--- src/rtl/drbg_intake_pkg.sv ---
package drbg_intake_pkg;

   localparam int unsigned HDR_W    = 32;
   localparam int unsigned OP_W     = 4;
   localparam int unsigned NSEED_W  = 4;
   localparam int unsigned FLAG_W   = 4;
   localparam int unsigned GLEN_W   = 19;
   localparam int unsigned OP_LSB   = 0;
   localparam int unsigned NSEED_LSB = 4;
   localparam int unsigned FLAG_LSB = 8;
   localparam int unsigned GLEN_LSB = 12;

   typedef enum logic [OP_W-1:0] {
      OP_NONE   = 4'd0,
      OP_INST   = 4'd1,
      OP_RESEED = 4'd2,
      OP_GEN    = 4'd3,
      OP_UPDATE = 4'd4,
      OP_UNINST = 4'd5
   } drbg_op_e;

   typedef struct packed {
      logic [OP_W-1:0]    op;
      logic               op_known;
      logic [NSEED_W-1:0] nseed;
      logic               ent_off;
      logic [GLEN_W-1:0]  glen;
   } drbg_hdr_t;

   typedef enum logic [1:0] {
      ST_IDLE = 2'd0,
      ST_SEED = 2'd1,
      ST_EXEC = 2'd2,
      ST_GEN  = 2'd3
   } intake_st_e;

endpackage

--- src/rtl/drbg_hdr_decode.sv ---
module drbg_hdr_decode
   import drbg_intake_pkg::*;
#(
   parameter logic [FLAG_W-1:0] FLAG_TRUE = 4'h6
) (
   input  logic [HDR_W-1:0] hdr_i,
   output drbg_hdr_t        hdr_o
);

   logic [OP_W-1:0] op_raw;
   logic            unused_msb;

   assign op_raw     = hdr_i[OP_LSB +: OP_W];
   assign unused_msb = hdr_i[HDR_W-1];

   always_comb begin
      hdr_o          = '0;
      hdr_o.op       = op_raw;
      hdr_o.nseed    = hdr_i[NSEED_LSB +: NSEED_W];
      hdr_o.ent_off  = (hdr_i[FLAG_LSB +: FLAG_W] == FLAG_TRUE);
      hdr_o.glen     = hdr_i[GLEN_LSB +: GLEN_W];
      hdr_o.op_known = (op_raw >= OP_INST) && (op_raw <= OP_UNINST);
   end

   // Immediate check: a decoded code marked known lies in the legal range
   always_comb begin
      if (hdr_o.op_known) begin
         p_known_range_r1: assert (hdr_o.op != 4'd0 && hdr_o.op < 4'd6)
            else $error("decoded op out of range");
      end
   end

endmodule

--- src/rtl/drbg_stub_gen.sv ---
module drbg_stub_gen
   import drbg_intake_pkg::*;
#(
   parameter int unsigned    DW    = 32,
   parameter int unsigned    LANES = 4,
   parameter logic [DW-1:0]  STEP  = 32'h9E3779B9
) (
   input  logic                      clk_i,
   input  logic                      rst_ni,
   input  logic                      exec_i,
   input  logic [OP_W-1:0]           op_i,
   input  logic [DW-1:0]             fold_i,
   input  logic [DW-1:0]             ent_i,
   input  logic                      ent_off_i,
   input  logic                      adv_i,
   output logic                      inst_o,
   output logic [LANES-1:0][DW-1:0]  blk_o
);

   localparam logic [DW-1:0] ADV = DW'(STEP * LANES);

   logic [DW-1:0] state_q;
   logic [DW-1:0] ent_eff;
   logic          inst_q;

   assign ent_eff = ent_off_i ? '0 : ent_i;

   always_ff @(posedge clk_i or negedge rst_ni) begin
      if (!rst_ni) begin
         state_q <= '0;
         inst_q  <= 1'b0;
      end else if (exec_i) begin
         unique case (op_i)
            OP_INST: begin
               state_q <= fold_i ^ ent_eff;
               inst_q  <= 1'b1;
            end
            OP_RESEED: state_q <= state_q ^ fold_i ^ ent_eff;
            OP_GEN:    state_q <= state_q ^ fold_i;
            OP_UPDATE: state_q <= state_q ^ fold_i;
            OP_UNINST: begin
               state_q <= '0;
               inst_q  <= 1'b0;
            end
            default: ;
         endcase
      end else if (adv_i) begin
         state_q <= state_q + ADV;
      end
   end

   for (genvar j = 0; j < LANES; j++) begin : g_lane
      localparam logic [DW-1:0] OFS = DW'(STEP * (j + 1));
      assign blk_o[j] = state_q + OFS;
   end

   assign inst_o = inst_q;

   // Execution and block advance never coincide
   p_exec_adv_excl_r6: assert property (@(posedge clk_i) disable iff (!rst_ni)
      !(exec_i && adv_i));

   // Advancing only happens while instantiated
   p_adv_needs_inst_r9: assert property (@(posedge clk_i) disable iff (!rst_ni)
      adv_i |-> inst_q);

endmodule

--- src/rtl/drbg_blk_out.sv ---
module drbg_blk_out #(
   parameter int unsigned DW    = 32,
   parameter int unsigned LANES = 4
) (
   input  logic                      clk_i,
   input  logic                      rst_ni,
   input  logic                      load_i,
   input  logic [LANES-1:0][DW-1:0]  blk_i,
   input  logic                      rd_i,
   output logic                      vld_o,
   output logic [DW-1:0]             rdata_o,
   output logic                      drained_o
);

   localparam int unsigned IW = (LANES > 1) ? $clog2(LANES) : 1;
   localparam logic [IW-1:0] LAST = IW'(LANES - 1);

   logic [LANES-1:0][DW-1:0] buf_q;
   logic [IW-1:0]            idx_q;
   logic                     vld_q;
   logic                     take;

   assign take      = vld_q && rd_i;
   assign drained_o = take && (idx_q == LAST);

   always_ff @(posedge clk_i or negedge rst_ni) begin
      if (!rst_ni) begin
         vld_q <= 1'b0;
         idx_q <= '0;
      end else if (load_i) begin
         vld_q <= 1'b1;
         idx_q <= '0;
      end else if (take) begin
         idx_q <= idx_q + 1'b1;
         if (idx_q == LAST) vld_q <= 1'b0;
      end
   end

   for (genvar j = 0; j < LANES; j++) begin : g_buf
      always_ff @(posedge clk_i or negedge rst_ni) begin
         if (!rst_ni)     buf_q[j] <= '0;
         else if (load_i) buf_q[j] <= blk_i[j];
      end
   end

   assign vld_o   = vld_q;
   assign rdata_o = vld_q ? buf_q[idx_q] : '0;

   // A new block is never loaded over a pending one
   p_no_overwrite_r7: assert property (@(posedge clk_i) disable iff (!rst_ni)
      load_i |-> !vld_q);

   // Without a read, a pending word holds
   p_hold_word_r7: assert property (@(posedge clk_i) disable iff (!rst_ni)
      (vld_q && !rd_i && !load_i) |=> (vld_q && $stable(rdata_o)));

endmodule

--- src/rtl/drbg_cmd_intake.sv ---
module drbg_cmd_intake
   import drbg_intake_pkg::*;
#(
   parameter int unsigned       DW        = 32,
   parameter int unsigned       LANES     = 4,
   parameter logic [FLAG_W-1:0] FLAG_TRUE = 4'h6,
   parameter logic [DW-1:0]     STEP      = 32'h9E3779B9
) (
   input  logic          clk_i,
   input  logic          rst_ni,
   input  logic          cmd_wr_i,
   input  logic [DW-1:0] cmd_wdata_i,
   input  logic [DW-1:0] entropy_i,
   output logic          cmd_rdy_o,
   output logic          err_o,
   input  logic          gen_rd_i,
   output logic          gen_vld_o,
   output logic [DW-1:0] gen_rdata_o
);

   initial begin
      if (DW != HDR_W) $error("DW must equal the header width");
      if (LANES < 1)   $error("LANES must be at least 1");
   end

   drbg_hdr_t                hdr_dec, hdr_q;
   intake_st_e               st_q;
   logic [NSEED_W-1:0]       seed_left_q;
   logic [DW-1:0]            fold_q;
   logic [GLEN_W-1:0]        blk_left_q;
   logic                     err_q;
   logic                     inst;
   logic                     bad_cmd;
   logic                     exec_ok;
   logic                     load_blk;
   logic                     drained;
   logic [LANES-1:0][DW-1:0] blk;

   drbg_hdr_decode #(.FLAG_TRUE(FLAG_TRUE)) u_dec (
      .hdr_i (cmd_wdata_i),
      .hdr_o (hdr_dec)
   );

   assign bad_cmd  = !hdr_q.op_known || ((hdr_q.op == OP_GEN) && !inst);
   assign exec_ok  = (st_q == ST_EXEC) && !bad_cmd;
   assign load_blk = (st_q == ST_GEN) && !gen_vld_o && (blk_left_q != '0);

   always_ff @(posedge clk_i or negedge rst_ni) begin
      if (!rst_ni) begin
         st_q        <= ST_IDLE;
         hdr_q       <= '0;
         seed_left_q <= '0;
         fold_q      <= '0;
         blk_left_q  <= '0;
         err_q       <= 1'b0;
      end else begin
         unique case (st_q)
            ST_IDLE: if (cmd_wr_i) begin
               hdr_q       <= hdr_dec;
               fold_q      <= '0;
               seed_left_q <= hdr_dec.nseed;
               st_q        <= (hdr_dec.nseed != '0) ? ST_SEED : ST_EXEC;
            end
            ST_SEED: if (cmd_wr_i) begin
               fold_q      <= fold_q ^ cmd_wdata_i;
               seed_left_q <= seed_left_q - 1'b1;
               if (seed_left_q == NSEED_W'(1)) st_q <= ST_EXEC;
            end
            ST_EXEC: begin
               if (bad_cmd) begin
                  err_q <= 1'b1;
                  st_q  <= ST_IDLE;
               end else if ((hdr_q.op == OP_GEN) && (hdr_q.glen != '0)) begin
                  blk_left_q <= hdr_q.glen;
                  st_q       <= ST_GEN;
               end else begin
                  st_q <= ST_IDLE;
               end
            end
            ST_GEN: begin
               if (load_blk) blk_left_q <= blk_left_q - 1'b1;
               if (drained && (blk_left_q == '0)) st_q <= ST_IDLE;
            end
            default: st_q <= ST_IDLE;
         endcase
      end
   end

   drbg_stub_gen #(.DW(DW), .LANES(LANES), .STEP(STEP)) u_gen (
      .clk_i     (clk_i),
      .rst_ni    (rst_ni),
      .exec_i    (exec_ok),
      .op_i      (hdr_q.op),
      .fold_i    (fold_q),
      .ent_i     (entropy_i),
      .ent_off_i (hdr_q.ent_off),
      .adv_i     (load_blk),
      .inst_o    (inst),
      .blk_o     (blk)
   );

   drbg_blk_out #(.DW(DW), .LANES(LANES)) u_out (
      .clk_i     (clk_i),
      .rst_ni    (rst_ni),
      .load_i    (load_blk),
      .blk_i     (blk),
      .rd_i      (gen_rd_i),
      .vld_o     (gen_vld_o),
      .rdata_o   (gen_rdata_o),
      .drained_o (drained)
   );

   assign cmd_rdy_o = (st_q == ST_IDLE);
   assign err_o     = err_q;

   // Idle never coexists with a pending output block
   p_rdy_no_data_r2: assert property (@(posedge clk_i) disable iff (!rst_ni)
      cmd_rdy_o |-> !gen_vld_o);

   // Error flag is sticky
   p_err_sticky_r8: assert property (@(posedge clk_i) disable iff (!rst_ni)
      err_o |=> err_o);

   // Seed collection always has words outstanding
   p_seed_left_r3: assert property (@(posedge clk_i) disable iff (!rst_ni)
      (st_q == ST_SEED) |-> (seed_left_q != '0));

   // A taken header drops ready on the next cycle
   p_rdy_drop_r2: assert property (@(posedge clk_i) disable iff (!rst_ni)
      (cmd_rdy_o && cmd_wr_i) |=> !cmd_rdy_o);

   // Output only flows while generating
   p_vld_in_gen_r6: assert property (@(posedge clk_i) disable iff (!rst_ni)
      gen_vld_o |-> (st_q == ST_GEN));

endmodule

--- config.mk ---
export PLATFORM = sky130hd
export DESIGN_NAME = drbg_cmd_intake
export DESIGN_NICKNAME = d
export VERILOG_FILES = /design/src/rtl/drbg_intake_pkg.sv /design/src/rtl/drbg_hdr_decode.sv /design/src/rtl/drbg_stub_gen.sv /design/src/rtl/drbg_blk_out.sv /design/src/rtl/drbg_cmd_intake.sv
export SDC_FILE = /design/constraint.sdc
export NUM_CORES = 1
export LEC_CHECK = 0
export BUFFER_PORTS_ARGS = -buffer_cell sky130_fd_sc_hd__buf_2
export CAP_MARGIN = 0
export CORE_MARGIN = 2
export CORE_UTILIZATION = 43
export CTS_CLUSTER_SIZE = 10
export DETAILED_ROUTE_END_ITERATION = 16
export GPL_TIMING_DRIVEN = 0
export PLACE_DENSITY = 0.68
export REMOVE_ABC_BUFFERS = 1
export SETUP_SLACK_MARGIN = 0.05
export SKIP_LAST_GASP = 1
export SYNTH_ARGS = -nofsm -noshare
export SYNTH_HDL_FRONTEND = slang
export SYNTH_SLANG_ARGS = --single-unit
export TNS_END_PERCENT = 20
--- constraint.sdc ---
create_clock -name clk_i -period 5.1 [get_ports clk_i]
set_input_delay 1.02 -clock clk_i [delete_from_list [all_inputs] [get_ports clk_i]]
set_output_delay 1.02 -clock clk_i [all_outputs]
set_load 0.01 [all_outputs]
* Word-level counts from Yosys, hierarchy flattened
Cells that the tools add are included.
Word-level totals: logic and storage cells 115, output and inout port bits 35, bits in registers 247
Cells by class: reductions and logical operators 34, mux-type cells 31, eq/ne operators 19, bitwise operators 4, order comparisons 3, $add $sub $neg 7
Operators by type and width (number):
- $mux W32 | 7
- $pmux W32 S4 | 1
- $xor A32 B32 Y32 | 4
- $add A32 B32 Y32 const B | 2
- $bmux W32 S2 | 1
- $pmux W32 S2 | 1
- $mux W19 | 3
- $pmux W19 S2 | 1
- $reduce_bool A19 Y1 | 2
- $add A32 B30 Y32 const B | 1
- $add A32 B31 Y32 const B | 1
- $logic_not A19 Y1 | 1
- $sub A19 B1 Y19 const B | 1
- $mux W2 | 9
- $eq A4 B3 Y1 const B | 3
- $reduce_bool A2 Y1 | 6
- $ne A2 B2 Y1 const B | 5
- $reduce_and A2 Y1 | 5
- $logic_and A1 B1 Y1 | 9
- $eq A4 B1 Y1 const B | 2
- $eq A4 B2 Y1 const B | 2
- $mux W4 | 2
- $pmux W2 S4 | 1
- $pmux W4 S2 | 1
- 18 further kinds | 27

* Longest topological paths before layout
word-level depth 7, depth in mapped cells 11, depth with buffers taken out 9

* By module
A second synthesis with hierarchy kept.
Unflattened totals: cells, all modules 1733, area, all modules 16447.0 um^2
Modules (own cells, without submodules):
- drbg_blk_out | cells each 395, times used 1, seq. area each 3278.1 um^2, area each 6202.2 um^2
- drbg_stub_gen | cells each 852, times used 1, seq. area each 825.8 um^2, area each 5959.5 um^2
- drbg_cmd_intake | cells each 456, times used 1, seq. area each 2077.0 um^2, area each 4057.6 um^2
- drbg_hdr_decode | cells each 30, times used 1, seq. area each 0.0 um^2, area each 227.7 um^2

* Worst setup path before layout
Ideal clock, no wire load.
path kind flip-flop to output port, start point register u_out.idx_q[0], end point output gen_rdata_o[10], path buffers 2, data arrival time 1.942 ns, data required time 4.080 ns, slack 2.138 ns, cell stages (with the launch flop) 5, cells stage by stage dfrtp_1 > clkbuf_1 > buf_1 > mux4_2 > and2_1
Between the ends: word-level cells in the longest chain between the ends 3
RTL lines:
- start: declaration | RTL line drbg_blk_out.sv:19 | logic [IW-1:0] idx_q;
- start signal: assignment | RTL line drbg_blk_out.sv:34 | idx_q <= idx_q + 1'b1;
- $bmux W32 S2 | RTL line drbg_blk_out.sv:47 | assign rdata_o = vld_q ? buf_q[idx_q] : '0;
- $mux W32 (not written as such) | RTL line drbg_blk_out.sv:47
- $mux W32 | RTL line drbg_blk_out.sv:47
- end: declaration | RTL line drbg_cmd_intake.sv:18 | output logic [DW-1:0] gen_rdata_o
Every way passes these cells. The select of a mux whose other input is x is not followed.

* Final worst setup path
start point register st_q[0], end point register blk_left_q[12]
Between the ends: word-level cells in the longest chain between the ends 5, elaborated cells on any way between the ends 10, classes of those cells eq/ne (5); mux (1); reduce/logical (4)
RTL lines:
- start: declaration | RTL line drbg_cmd_intake.sv:27 | intake_st_e st_q;
- start signal: assignment | RTL line drbg_cmd_intake.sv:62 | st_q <= (hdr_dec.nseed != '0) ? ST_SEED : ST_EXEC;
- $eq A2 B2 Y1 | RTL line drbg_cmd_intake.sv:46, drbg_cmd_intake.sv:57
- $logic_and A1 B1 Y1 (2 in a row) | RTL line drbg_cmd_intake.sv:46 | assign load_blk = (st_q == ST_GEN) && !gen_vld_o && (blk_left_q != '0);
- $ne A2 B2 Y1 (no source line)
- $reduce_and A4 Y1 (no source line)
- end signal: assignment | RTL line drbg_cmd_intake.sv:74 | blk_left_q <= hdr_q.glen;
- end signal: assignment | RTL line drbg_cmd_intake.sv:81 | if (load_blk) blk_left_q <= blk_left_q - 1'b1;
- end: declaration | RTL line drbg_cmd_intake.sv:30 | logic [GLEN_W-1:0] blk_left_q;
Parallel ways exist; a longest one is shown, timed or not. A chain may end at the register's enable or synchronous reset.

==> results.yml <==
timing:
  fin_skew_ps: 11.8
  rsz0062_at_grt: "false"
  period_share_pct: 75.0
  fin_crit_ps: 3820
  slew_headroom_pct: 4.46
  hold_violations: 0
  slew_viol_final: 0
  finalSetupViolations: 0
  worst_pin_slew_ps: 1430
  setup-tns-final_ps: 0
  fmax_ghz: 0.262
floorplanning:
  core_um2: 35700
  die_area_um2: 37900
  num_rows: 69
  io_pins: 103
  die_w_um: 195
  die_height_um: 195
  initial_utilization_pct: 43.8
worst_setup_path:
  required_ps: 5520
  rrSetupSlack_ps: 1280
  ff2ff_path_depth: 7
  path_class: "flop to flop"
  end_kind: "flop"
  worstPathMaxFanout: 31
  critPathLaunchType: "flop"
  worstPathArrival_ps: 4250
logic_synthesis:
  async_flop_share_pct: 100
  syn_inst: 1805
  avgSynthCellArea_um2: 8.65
  ys_warn_count: 0
  synth_edf_count: 0
  syn_area_um2: 15600
  synth_flop_cell: "dfrtp_1"
  synth-seq-cells: 245
  synth-seq-area-share_pct: 39.3
  synth_cell_type_count: 82
final_layout:
  area_growth_pct: 10.1
  final_cell_mix: "344 x nand2_1, 242 x dfrtp_1, 172 x xnor2_1, 172 x o21ai_0, 125 x nor2_1"
  final_layout_size_suffix_gt1_share_pct: 12.4
  final_util_pct: 48.2
  fillCellCount: 3415
  antennaDiodeCount: 0
  instances_no_fill: 2277
  layout_commonest_cell: "nand2_1"
  nets: 1888
  final_area_um2: 17200
cts:
  cts-root-buf: "clkbuf_16"
  hold_buffers: 0
  cts_max_path_buffers: 3
  cts_num_sinks: 245
  cts_setup_buffers: 0
  clock_latency_ps: 550
  cts_tree: "built"
  path_clk_slew_ps: 60
  cts_buffers: 29
  h-tree-depth: 1
  cts_resized: 0
placement:
  finalWeightedCongestion: 0.887
  numPlacedInstances: 2238
  dp_hpwl_um: 29500
  portBuffers: 102
  placed_area_um2: 16400
global_route:
  grt_first_pass_wirelength_um: 69300
  grt_max_degree: 110
  grt_pass1_vias: 12600
  grt_overflow: 0
  antenna_found_initial: 1
  grt.total_usage_pct: 22.3
power:
  leakage_nw: 7.12
  fin_total_pwr_mw: 11.4
  ir_drop_mv: 0.280
  power_density_nw_per_um2: 665
routing:
  num_vias: 13000
  drtIter0Drc: 1208
  ant_nets: 0
  vias_per_cell: 5.69
  wl_per_cell_um: 18.5
  drc_errors: 0
  first_pass_iters: 6
  wl_um: 42000
run:
  drv_cap: 0
min_path:
  hold_class: "primary input to asynchronous set/reset pin"
run_status:
  status: "completed"
-- where the power goes --
group / switching (mW) / internal (mW)
registers: 1.46 / 2.81
logic: 2.81 / 2.49
clock network: 0.780 / 1.09
-- worst max-delay path, stage by stage, from the launching register on --
cell	delay [ps]
dfrtp_1	720
nand2_1	740
nor2_1	460
o21a_2	830
o22ai_2	390
buf_6	280
o21ai_0	150
o21ai_0	100
-- flip-flops by register name (all words and copies together) (netlist names) --
signal         flops
u_gen.state_q     32
fold_q            32
u_out.buf_q      126
hdr_q             25
u_gen.inst_o       1
seed_left_q        4
u_out.idx_q        2
u_out.vld_o        1
blk_left_q        19
err_o              1
st_q               2
-- logic make-up after synthesis --
kind of cell | synth area share (%)
AOI/OAI and AO/OA | 17.7
adders and majority gates | 0.961
buffers and inverters | 5.15
xor gates and xnor gates | 12.7
and+or+nand+nor | 19.5
muxes | 4.74
DFF | 39.3
-- cell type report --
class / count / area (um^2) / area share, %
timing repair buffer: 120 / 847 / 4.93
sequential: 245 / 6130 / 35.7
inverter: 26 / 97.6 / 0.567
tap: 461 / 577 / 3.35
clock inverter: 1 / 30.0 / 0.175
multi-input combinational: 1386 / 8730 / 50.8
clock buffer: 38 / 779 / 4.53
-- metrics by stage --
stage          setup WS [ps]  hold slack, ps
2_1_floorplan          -60.9             441
3_3_place_gp           -1950             449
3_5_place_dp            1250             466
4_1_cts                 1270             373
5_1_grt                  921             385
6_report                1280             367
-- per-layer routing --
metal,vias to the layer above,wire length (um),global-route usage (%)
met5,-,0,0
met4,0,1540,8.09
met3,97,2250,2.34
met2,394,19000,35.5
met1,6266,19200,31.6
li1,6204,-,-
-- worst paths after layout --
check,endpoint,startpoint
min in group clk_i,u_out.buf_q[59],u_out.buf_q[59]
min reg2reg,u_out.buf_q[59],u_out.buf_q[59]
min,u_out.buf_q[96],rst_ni
max,blk_left_q[12],st_q[0]
max reg2reg,blk_left_q[12],st_q[0]
max in group asynchronous,u_out.buf_q[121],rst_ni
-- Yosys cell counts, types with 5 or more instances --
cell	instances	area share (%)
nor2b_1	35	1.4
or4_1	5	0.24
xor2_1	55	3.1
o31ai_1	6	0.29
and2_1	37	1.5
buf_6	16	1.2
dfrtp_1	245	39
inv_1	21	0.50
xnor2_1	172	9.6
buf_2	19	0.61
ha_1	12	0.96
mux4_2	31	4.5
o221a_2	10	0.72
a31oi_1	26	1.0
nand2b_1	10	0.40
o22ai_1	11	0.44
or2_2	5	0.20
or3_1	6	0.24
nor4_1	14	0.56
o21a_1	10	0.48
nand3_1	21	0.67
a21o_1	5	0.24
a22oi_1	6	0.29
buf_1	15	0.36
clkinv_1	5	0.12
o21ai_0	172	5.5
nor4b_1	5	0.28
nand2_1	344	8.3
nor3_1	39	1.2
nor2_1	125	3.0
clkbuf_1	96	2.3
o221ai_1	14	0.79
o211ai_1	6	0.29
nand4_1	5	0.20
a21oi_1	70	2.2
a22o_1	6	0.34
o21ai_1	37	1.2
No activity file was read; power rests on OpenSTA's default activity.
